--- config.mk ---
export PLATFORM = sky130hd
export DESIGN_NAME = mont_coef_gen
export DESIGN_NICKNAME = d
export VERILOG_FILES = /design/src/rtl/mcg_pkg.sv /design/src/rtl/mcg_word_add.sv /design/src/rtl/mcg_word_mac.sv /design/src/rtl/mont_coef_gen.sv
export SDC_FILE = /design/constraint.sdc
export NUM_CORES = 2
export LEC_CHECK = 0
export BUFFER_PORTS_ARGS = -buffer_cell sky130_fd_sc_hd__buf_2
export CAP_MARGIN = 40
export CORE_ASPECT_RATIO = 1.4
export CORE_UTILIZATION = 35
export CTS_CLUSTER_SIZE = 12
export DETAILED_ROUTE_END_ITERATION = 16
export PLACE_DENSITY = 0.58
export SYNTH_ARGS = -nofsm -noshare
export SYNTH_HDL_FRONTEND = slang
export SYNTH_SLANG_ARGS = --single-unit
--- constraint.sdc ---
create_clock -name clk -period 17.38 [get_ports clk]
set_input_delay 0.869 -clock clk [delete_from_list [all_inputs] [get_ports clk]]
set_output_delay 0.869 -clock clk [all_outputs]
set_load 0.1 [all_outputs]
--- src/rtl/mcg_pkg.sv ---
package mcg_pkg;
   typedef enum logic [2:0] {
      ST_IDLE,
      ST_LOAD,
      ST_CLR,
      ST_MAC,
      ST_PICK,
      ST_ADD,
      ST_WRITE
   } mcg_state_e;
endpackage

--- src/rtl/mcg_word_add.sv ---
module mcg_word_add #(
   parameter int W = 32
) (
   input  logic [W-1:0] a,
   input  logic [W-1:0] b,
   input  logic         cin,
   output logic [W-1:0] sum,
   output logic         cout
);
   assign {cout, sum} = {1'b0, a} + {1'b0, b} + {{W{1'b0}}, cin};
endmodule

--- src/rtl/mcg_word_mac.sv ---
module mcg_word_mac #(
   parameter int W = 32
) (
   input  logic [W-1:0] a,
   input  logic [W-1:0] b,
   input  logic [W-1:0] t,
   input  logic [W-1:0] c,
   output logic [W-1:0] lo,
   output logic [W-1:0] hi
);
   logic [2*W-1:0] full;
   // (2^W-1)^2 + 2(2^W-1) = 2^2W - 1, so the sum never overflows 2W bits
   assign full = ({{W{1'b0}}, a} * {{W{1'b0}}, b}) + {{W{1'b0}}, t} + {{W{1'b0}}, c};
   assign lo = full[W-1:0];
   assign hi = full[2*W-1:W];
endmodule

--- src/rtl/mont_coef_gen.sv ---
module mont_coef_gen
   import mcg_pkg::*;
#(
   parameter int WORD_W     = 32,
   parameter int MAX_WORDS  = 8,
   parameter bit TRUNC_COLS = 1'b1,
   localparam int IDX_W     = $clog2(MAX_WORDS),
   localparam int LEN_W     = IDX_W + 1
) (
   input  logic              clk,
   input  logic              rst_n,
   input  logic              start,
   input  logic [LEN_W-1:0]  len,
   output logic              n_rd_en,
   output logic [IDX_W-1:0]  n_rd_addr,
   input  logic [WORD_W-1:0] n_rd_data,
   output logic              r_wr_en,
   output logic [IDX_W-1:0]  r_wr_addr,
   output logic [WORD_W-1:0] r_wr_data,
   output logic              done
);
   localparam int SEL_W = $clog2(WORD_W);
   localparam int K_W   = IDX_W + SEL_W;

   // elaboration-time parameter checks
   if (WORD_W < 8 || (WORD_W & (WORD_W - 1)) != 0) begin : g_bad_word
      $error("WORD_W must be a power of two of at least 8");
   end
   if (MAX_WORDS < 2 || (MAX_WORDS & (MAX_WORDS - 1)) != 0) begin : g_bad_depth
      $error("MAX_WORDS must be a power of two of at least 2");
   end

   mcg_state_e        state_q;
   logic [LEN_W-1:0]  len_q;
   logic [LEN_W-1:0]  cnt_q;
   logic [IDX_W-1:0]  i_q, j_q;
   logic [K_W-1:0]    k_q;
   logic [WORD_W-1:0] mc_q;
   logic              neg_c_q;
   logic              ac_q;
   logic              done_q;

   logic [WORD_W-1:0] nn_q [MAX_WORDS];
   logic [WORD_W-1:0] r_q  [MAX_WORDS];
   logic [WORD_W-1:0] b_q  [MAX_WORDS];
   logic [WORD_W-1:0] t_q  [MAX_WORDS];
   logic [WORD_W-1:0] b_shl[MAX_WORDS];

   // derived indices
   logic [LEN_W-1:0] len_m1_full;
   logic [IDX_W-1:0] len_m1;
   logic [LEN_W-1:0] ld_full;
   logic [IDX_W-1:0] ld_ix;
   logic [IDX_W-1:0] wi;
   logic [SEL_W-1:0] bpos;
   logic [IDX_W-1:0] lim;
   logic [IDX_W-1:0] col;
   logic [K_W:0]     nbits;
   logic [K_W:0]     nbits_m1;
   logic             k_last;
   logic             row_end;

   assign len_m1_full = len_q - {{(LEN_W-1){1'b0}}, 1'b1};
   assign len_m1      = len_m1_full[IDX_W-1:0];
   assign ld_full     = cnt_q - {{(LEN_W-1){1'b0}}, 1'b1};
   assign ld_ix       = ld_full[IDX_W-1:0];
   assign wi          = k_q[K_W-1:SEL_W];
   assign bpos        = k_q[SEL_W-1:0];
   assign col         = i_q + j_q;
   assign row_end     = (j_q == (lim - i_q));
   assign nbits       = {len_q, {SEL_W{1'b0}}};
   assign nbits_m1    = nbits - {{K_W{1'b0}}, 1'b1};
   assign k_last      = ({1'b0, k_q} == nbits_m1);

   // product column limit: stop at the decision word, or span all words
   if (TRUNC_COLS) begin : g_trunc
      assign lim = wi;
   end else begin : g_full
      assign lim = len_m1;
   end

   // one-bit left shift of the power-of-two register across words
   for (genvar g = 0; g < MAX_WORDS; g++) begin : g_shift
      if (g == 0) begin : g_lsw
         assign b_shl[g] = {b_q[g][WORD_W-2:0], 1'b0};
      end else begin : g_upper
         assign b_shl[g] = {b_q[g][WORD_W-2:0], b_q[g-1][WORD_W-1]};
      end
   end

   // arithmetic units
   logic [WORD_W-1:0] neg_sum;
   logic              neg_co;
   mcg_word_add #(.W(WORD_W)) u_neg (
      .a(~n_rd_data), .b('0), .cin(neg_c_q), .sum(neg_sum), .cout(neg_co)
   );

   logic [WORD_W-1:0] add_sum;
   logic              add_co;
   mcg_word_add #(.W(WORD_W)) u_acc (
      .a(r_q[j_q]), .b(b_q[j_q]), .cin(ac_q), .sum(add_sum), .cout(add_co)
   );

   logic [WORD_W-1:0] mac_lo, mac_hi;
   mcg_word_mac #(.W(WORD_W)) u_mac (
      .a(r_q[j_q]), .b(nn_q[i_q]), .t(t_q[col]), .c(mc_q), .lo(mac_lo), .hi(mac_hi)
   );

   always_ff @(posedge clk) begin
      if (!rst_n) begin
         state_q <= ST_IDLE;
         len_q   <= '0;
         cnt_q   <= '0;
         i_q     <= '0;
         j_q     <= '0;
         k_q     <= '0;
         mc_q    <= '0;
         neg_c_q <= 1'b0;
         ac_q    <= 1'b0;
         done_q  <= 1'b0;
         for (int g = 0; g < MAX_WORDS; g++) begin
            nn_q[g] <= '0;
            r_q[g]  <= '0;
            b_q[g]  <= '0;
            t_q[g]  <= '0;
         end
      end else begin
         done_q <= 1'b0;
         case (state_q)
            ST_IDLE: begin
               if (start) begin
                  len_q   <= len;
                  cnt_q   <= '0;
                  neg_c_q <= 1'b1;
                  k_q     <= {{(K_W-1){1'b0}}, 1'b1};
                  for (int g = 0; g < MAX_WORDS; g++) begin
                     r_q[g] <= (g == 0) ? {{(WORD_W-1){1'b0}}, 1'b1} : '0;
                     b_q[g] <= (g == 0) ? {{(WORD_W-1){1'b0}}, 1'b1} : '0;
                  end
                  state_q <= ST_LOAD;
               end
            end
            ST_LOAD: begin
               if (cnt_q != '0) begin
                  nn_q[ld_ix] <= neg_sum;
                  neg_c_q     <= neg_co;
               end
               if (cnt_q == len_q) state_q <= ST_CLR;
               else                cnt_q   <= cnt_q + {{(LEN_W-1){1'b0}}, 1'b1};
            end
            ST_CLR: begin
               for (int g = 0; g < MAX_WORDS; g++) begin
                  b_q[g] <= b_shl[g];
                  t_q[g] <= '0;
               end
               i_q     <= '0;
               j_q     <= '0;
               mc_q    <= '0;
               state_q <= ST_MAC;
            end
            ST_MAC: begin
               t_q[col] <= mac_lo;
               if (row_end) begin
                  mc_q <= '0;
                  j_q  <= '0;
                  if (i_q == lim) state_q <= ST_PICK;
                  else            i_q     <= i_q + {{(IDX_W-1){1'b0}}, 1'b1};
               end else begin
                  mc_q <= mac_hi;
                  j_q  <= j_q + {{(IDX_W-1){1'b0}}, 1'b1};
               end
            end
            ST_PICK: begin
               if (t_q[wi][bpos]) begin
                  j_q     <= '0;
                  ac_q    <= 1'b0;
                  state_q <= ST_ADD;
               end else if (k_last) begin
                  j_q     <= '0;
                  state_q <= ST_WRITE;
               end else begin
                  k_q     <= k_q + {{(K_W-1){1'b0}}, 1'b1};
                  state_q <= ST_CLR;
               end
            end
            ST_ADD: begin
               r_q[j_q] <= add_sum;
               ac_q     <= add_co;
               if (j_q != len_m1) begin
                  j_q <= j_q + {{(IDX_W-1){1'b0}}, 1'b1};
               end else if (k_last) begin
                  j_q     <= '0;
                  state_q <= ST_WRITE;
               end else begin
                  k_q     <= k_q + {{(K_W-1){1'b0}}, 1'b1};
                  state_q <= ST_CLR;
               end
            end
            ST_WRITE: begin
               if (j_q == len_m1) begin
                  state_q <= ST_IDLE;
                  done_q  <= 1'b1;
               end else begin
                  j_q <= j_q + {{(IDX_W-1){1'b0}}, 1'b1};
               end
            end
            default: state_q <= ST_IDLE;
         endcase
      end
   end

   assign n_rd_en   = (state_q == ST_LOAD) && (cnt_q < len_q);
   assign n_rd_addr = cnt_q[IDX_W-1:0];
   assign r_wr_en   = (state_q == ST_WRITE);
   assign r_wr_addr = j_q;
   assign r_wr_data = r_q[j_q];
   assign done      = done_q;
endmodule

==> impl_results.md <==
- Sequential share of the synthesized area: 37.7%
- # resized after CTS: 0
- Yosys synthesis warning count: 0
- Post-synth EDFFs: 992
- Final Wtd Congestion: 0.953
- First-pass GRT wire length: 408 mm
- Clock slew at reported path FFs: 0.06 ns
- Mapped Area: 0.0844 mm^2
- CTS Sinks: 1093
- Vias in the first global route: 62174
- Setup TNS: 0 ns
- Pre-antenna DRT Iters: 6
- Worst Path Max Fanout: 25
- Root buffer cell: clkbuf_16
- Combinational share of power: 66.6%
- H-Tree Depth: 3
- Final min period: 10.96 ns
- Critical path's largest stage delay: 0.64 ns
- Die width: 417 um
- Data required time of the worst path: 17.99 ns
- Placed insts: 10496
- Cells after Synth: 7405
- Vias: 57747
- Worst rel slew slack: 34.3%
- Core area: 0.239 mm^2
- DRT antenna net count: 0
- Total CTS buffers: 110
- Max Fclk: 91.2 MHz
- Number of remaining DRC errors: 0
- WS Path Type: flop to flop
- # hold bufs at CTS: 0
- Peak VDD IR: 0.671 mV
- Die footprint: 0.243 mm^2
- Avg Inst Size Synth: 11.4 um^2
- Syn nets: 8729
- Iter 0 DRT Violations: 4994
- Share of layout cells above drive strength 1: 12.2%
- Reg power frac: 19.4%
- Part of the cycle the worst path needs: 63.1%
- Starting Density: 35.3%
- P_int: 8.07 mW
- Unique masters post-synth: 75
- Hold_sp: len[2]
- CP max stage cell: a2111oi_0
- Non-filler cells, final: 10691
- Worst R2R Setup Slack: 6.42 ns
- Total GRT Usage: 22.9%
- CP arrival: 11.57 ns
- Via density: 5.40
- Top cells by area, synth: edfxtp_1 35%, fa_1 23%, mux4_2 8.4%, nor2_1 5.8%, ha_1 4.8%
- Final worst clock skew: 0.0337 ns
- Leak Pwr: 37.7 nW
- FP Rows: 212
- Clock power share: 13.9%
- FFs w/ async S/R, synth: 0%
- Drt wl/cell: 26.0 um
- Post-synthesis register bit count: 1093
- Clock buffer depth: 3
- Post CTS Setup Buffer Count: 0
- Critical path endpoint category: flop
- Hold Path Depth: 3
- Pwr dens: 179 mW/mm^2
- Switching Fraction: 51.4%
- Status: completed
- Post-synth top area cell: edfxtp_1
- # port buffers: 79
- Max-cap violations: 0
- Max Slew Vio Count: 0
- Area Growth Syn to Fin: 9.95%
- Total Wirelength: 278 mm
- Synth top area share: 35.3%
- Synth Flop Type: edfxtp_1
- Least-Margin Pin Slew: 0.981 ns
- Final hold vios: 0
- Crit start category: flop
- Largest net degree at the start of global routing: 100
- Die Height: 583 um
- Clk_lat worst skew: 0.78 ns
- CTS tree: done
- Hold Path Sink: len_q[2]$_SDFFE_PN0P_
- Final nets: 8724
- I/O Pins: 80
- Post-DP HPWL: 194 mm
- Gr ovfl total: 0
- Capturing point of the worst reg2reg path: mc_q[30]$_SDFFE_PN0P_
- Worst Hold Class: input port to flop
- FF-to-FF path depth: 31
- P_sw: 8.53 mW
- Initial antenna violation count: 11
- RSZ-0062 raised after global routing: no
- CP most frequent cell: fa_1
- # setup viols final: 0
## worst max path at each step
stage	to	slack (ns)	cells after the start
after floorplan	mc_q[30]$_SDFFE_PN0P_	7.65	31
after global placement	mc_q[27]$_SDFFE_PN0P_	5.84	30
after detailed placement	mc_q[30]$_SDFFE_PN0P_	6.50	31
after CTS	mc_q[30]$_SDFFE_PN0P_	6.46	31
after global routing	mc_q[31]$_SDFFE_PN0P_	6.00	29
final	mc_q[30]$_SDFFE_PN0P_	6.42	31
## power by group through the flow
stage	Clock (mW)	Sequential (mW)	Combinational [mW]
after global placement	0	3.27	10.6
after CTS	2.35	3.22	10.9
after floorplan	0	3.23	7.25
after global routing	2.44	3.25	12.0
final	2.31	3.22	11.1
after detailed placement	0	3.28	10.9
## Yosys cell counts, types with 5 or more instances
master,count
fa_1,963
a2111oi_0,9
a211oi_1,9
o21ai_0,92
nor2b_1,27
inv_1,1060
o211ai_1,8
mux4_1,12
a21o_1,60
a21boi_0,6
and3_1,19
o21bai_1,12
nand2b_1,16
and2_1,258
nor3b_1,5
nor4_1,14
a21oi_1,114
clkinv_1,11
nand3_1,49
xor2_1,72
dfxtp_1,101
xnor2_1,68
o22ai_1,6
clkbuf_1,336
a22oi_1,34
nor3_1,23
o31ai_1,9
mux4_2,316
edfxtp_1,992
buf_2,21
a31oi_1,20
or4_1,6
nand2_1,731
buf_1,38
o21a_1,9
nor2_1,1295
nand4_1,19
or3_1,12
ha_1,322
mux2_2,97
mux2i_1,70
## cell families (layout without fill, tap and decap cells)
group | after synthesis | count (layout) | share of synthesized area (%)
fa+ha+maj | 1285 | 1285 | 27.6
other cells | 0 | 4 | 0
simple gates | 2486 | 2486 | 12.4
xor+xnor | 140 | 140 | 1.45
mux | 495 | 495 | 10.9
flops | 1093 | 1093 | 37.7
buf+inv | 1475 | 1547 | 6.65
compound gates | 431 | 431 | 3.28
## layout by cell type, fill, tap and decap left out, drive strengths merged, types with 5 or more instances in the layout
master,netlist,layout
nor2,1295,1295
inv,1061,1068
edfxtp,992,992
fa,963,963
nand2,731,731
mux4,328,328
ha,322,322
buf,66,286
and2,258,258
clkbuf,337,164
a21oi,115,115
dfxtp,101,101
mux2,97,97
o21ai,95,95
xor2,72,72
mux2i,70,70
xnor2,68,68
a21o,60,60
nand3,49,49
a22oi,34,34
nor2b,27,27
clkinv,11,24
nor3,23,23
a31oi,20,20
and3,20,20
nand4,19,19
nand2b,16,16
nor4,14,14
or3,12,12
o21bai,12,12
a211oi,9,9
o21a,9,9
o31ai,9,9
a2111oi,9,9
o211ai,8,8
o22ai,6,6
or4,6,6
a21boi,6,6
nor3b,5,5
## worst max-delay path, delay by kind of cell, from the launching register on
family          cells  cell delay [ns]
xor+xnor            1             0.15
flops               1             0.63
simple gates        1             0.25
compound gates      9             2.87
fa+ha+maj           9             4.12
buf+inv             9             1.98
mux                 2             0.71
## sequential cells by signal, summed over array words and instances (netlist names), named ones only
name,count
neg_c_q,1
len_q,4
cnt_q,4
nn_q,256
r_q,256
ac_q,1
t_q,256
done,1
i_q,3
r_wr_addr,3
b_q,256
mc_q,32
k_q,8
state_q,3
## layout make-up
| type | instances | area, um^2 |
|---|---|---|
| antenna | 4 | 10.0 |
| clock buffer | 164 | 3040 |
| clock inverter | 25 | 339 |
| fill | 23026 | 146000 |
| inverter | 1072 | 4020 |
| multi-input combinational | 4837 | 47300 |
| sequential | 1093 | 31800 |
| tap | 3210 | 4020 |
| timing repair buffer | 286 | 2250 |
## stage by stage
| step | power, mW | setup WS (ns) | hold WS, ns | util [%] | instance area [um^2] |
|---|---|---|---|---|---|
| after detailed placement | 14.1 | 6.50 | 0.447 | 37.4 | 89400 |
| after floorplan | 10.5 | 7.65 | 0.425 | - | 84400 |
| after global placement | 13.8 | 5.84 | 0.441 | 37.1 | 88700 |
| after global routing | 17.7 | 6.00 | 0.353 | 38.8 | 92800 |
| final | 16.6 | 6.42 | 0.357 | 38.8 | 92800 |
| after CTS | 16.5 | 6.46 | 0.330 | 38.8 | 92700 |
## metal layers
| metal | share of wire, % | routed length (um) | global-route usage [%] |
|---|---|---|---|
| met1 | 35 | 96600 | 25.6 |
| met4 | 7.8 | 21600 | 15.3 |
| met3 | 7.5 | 20800 | 4.02 |
| met2 | 50 | 138000 | 40.0 |
| met5 | 0.053 | 146 | 0 |
(Power assumes the default switching activity.)
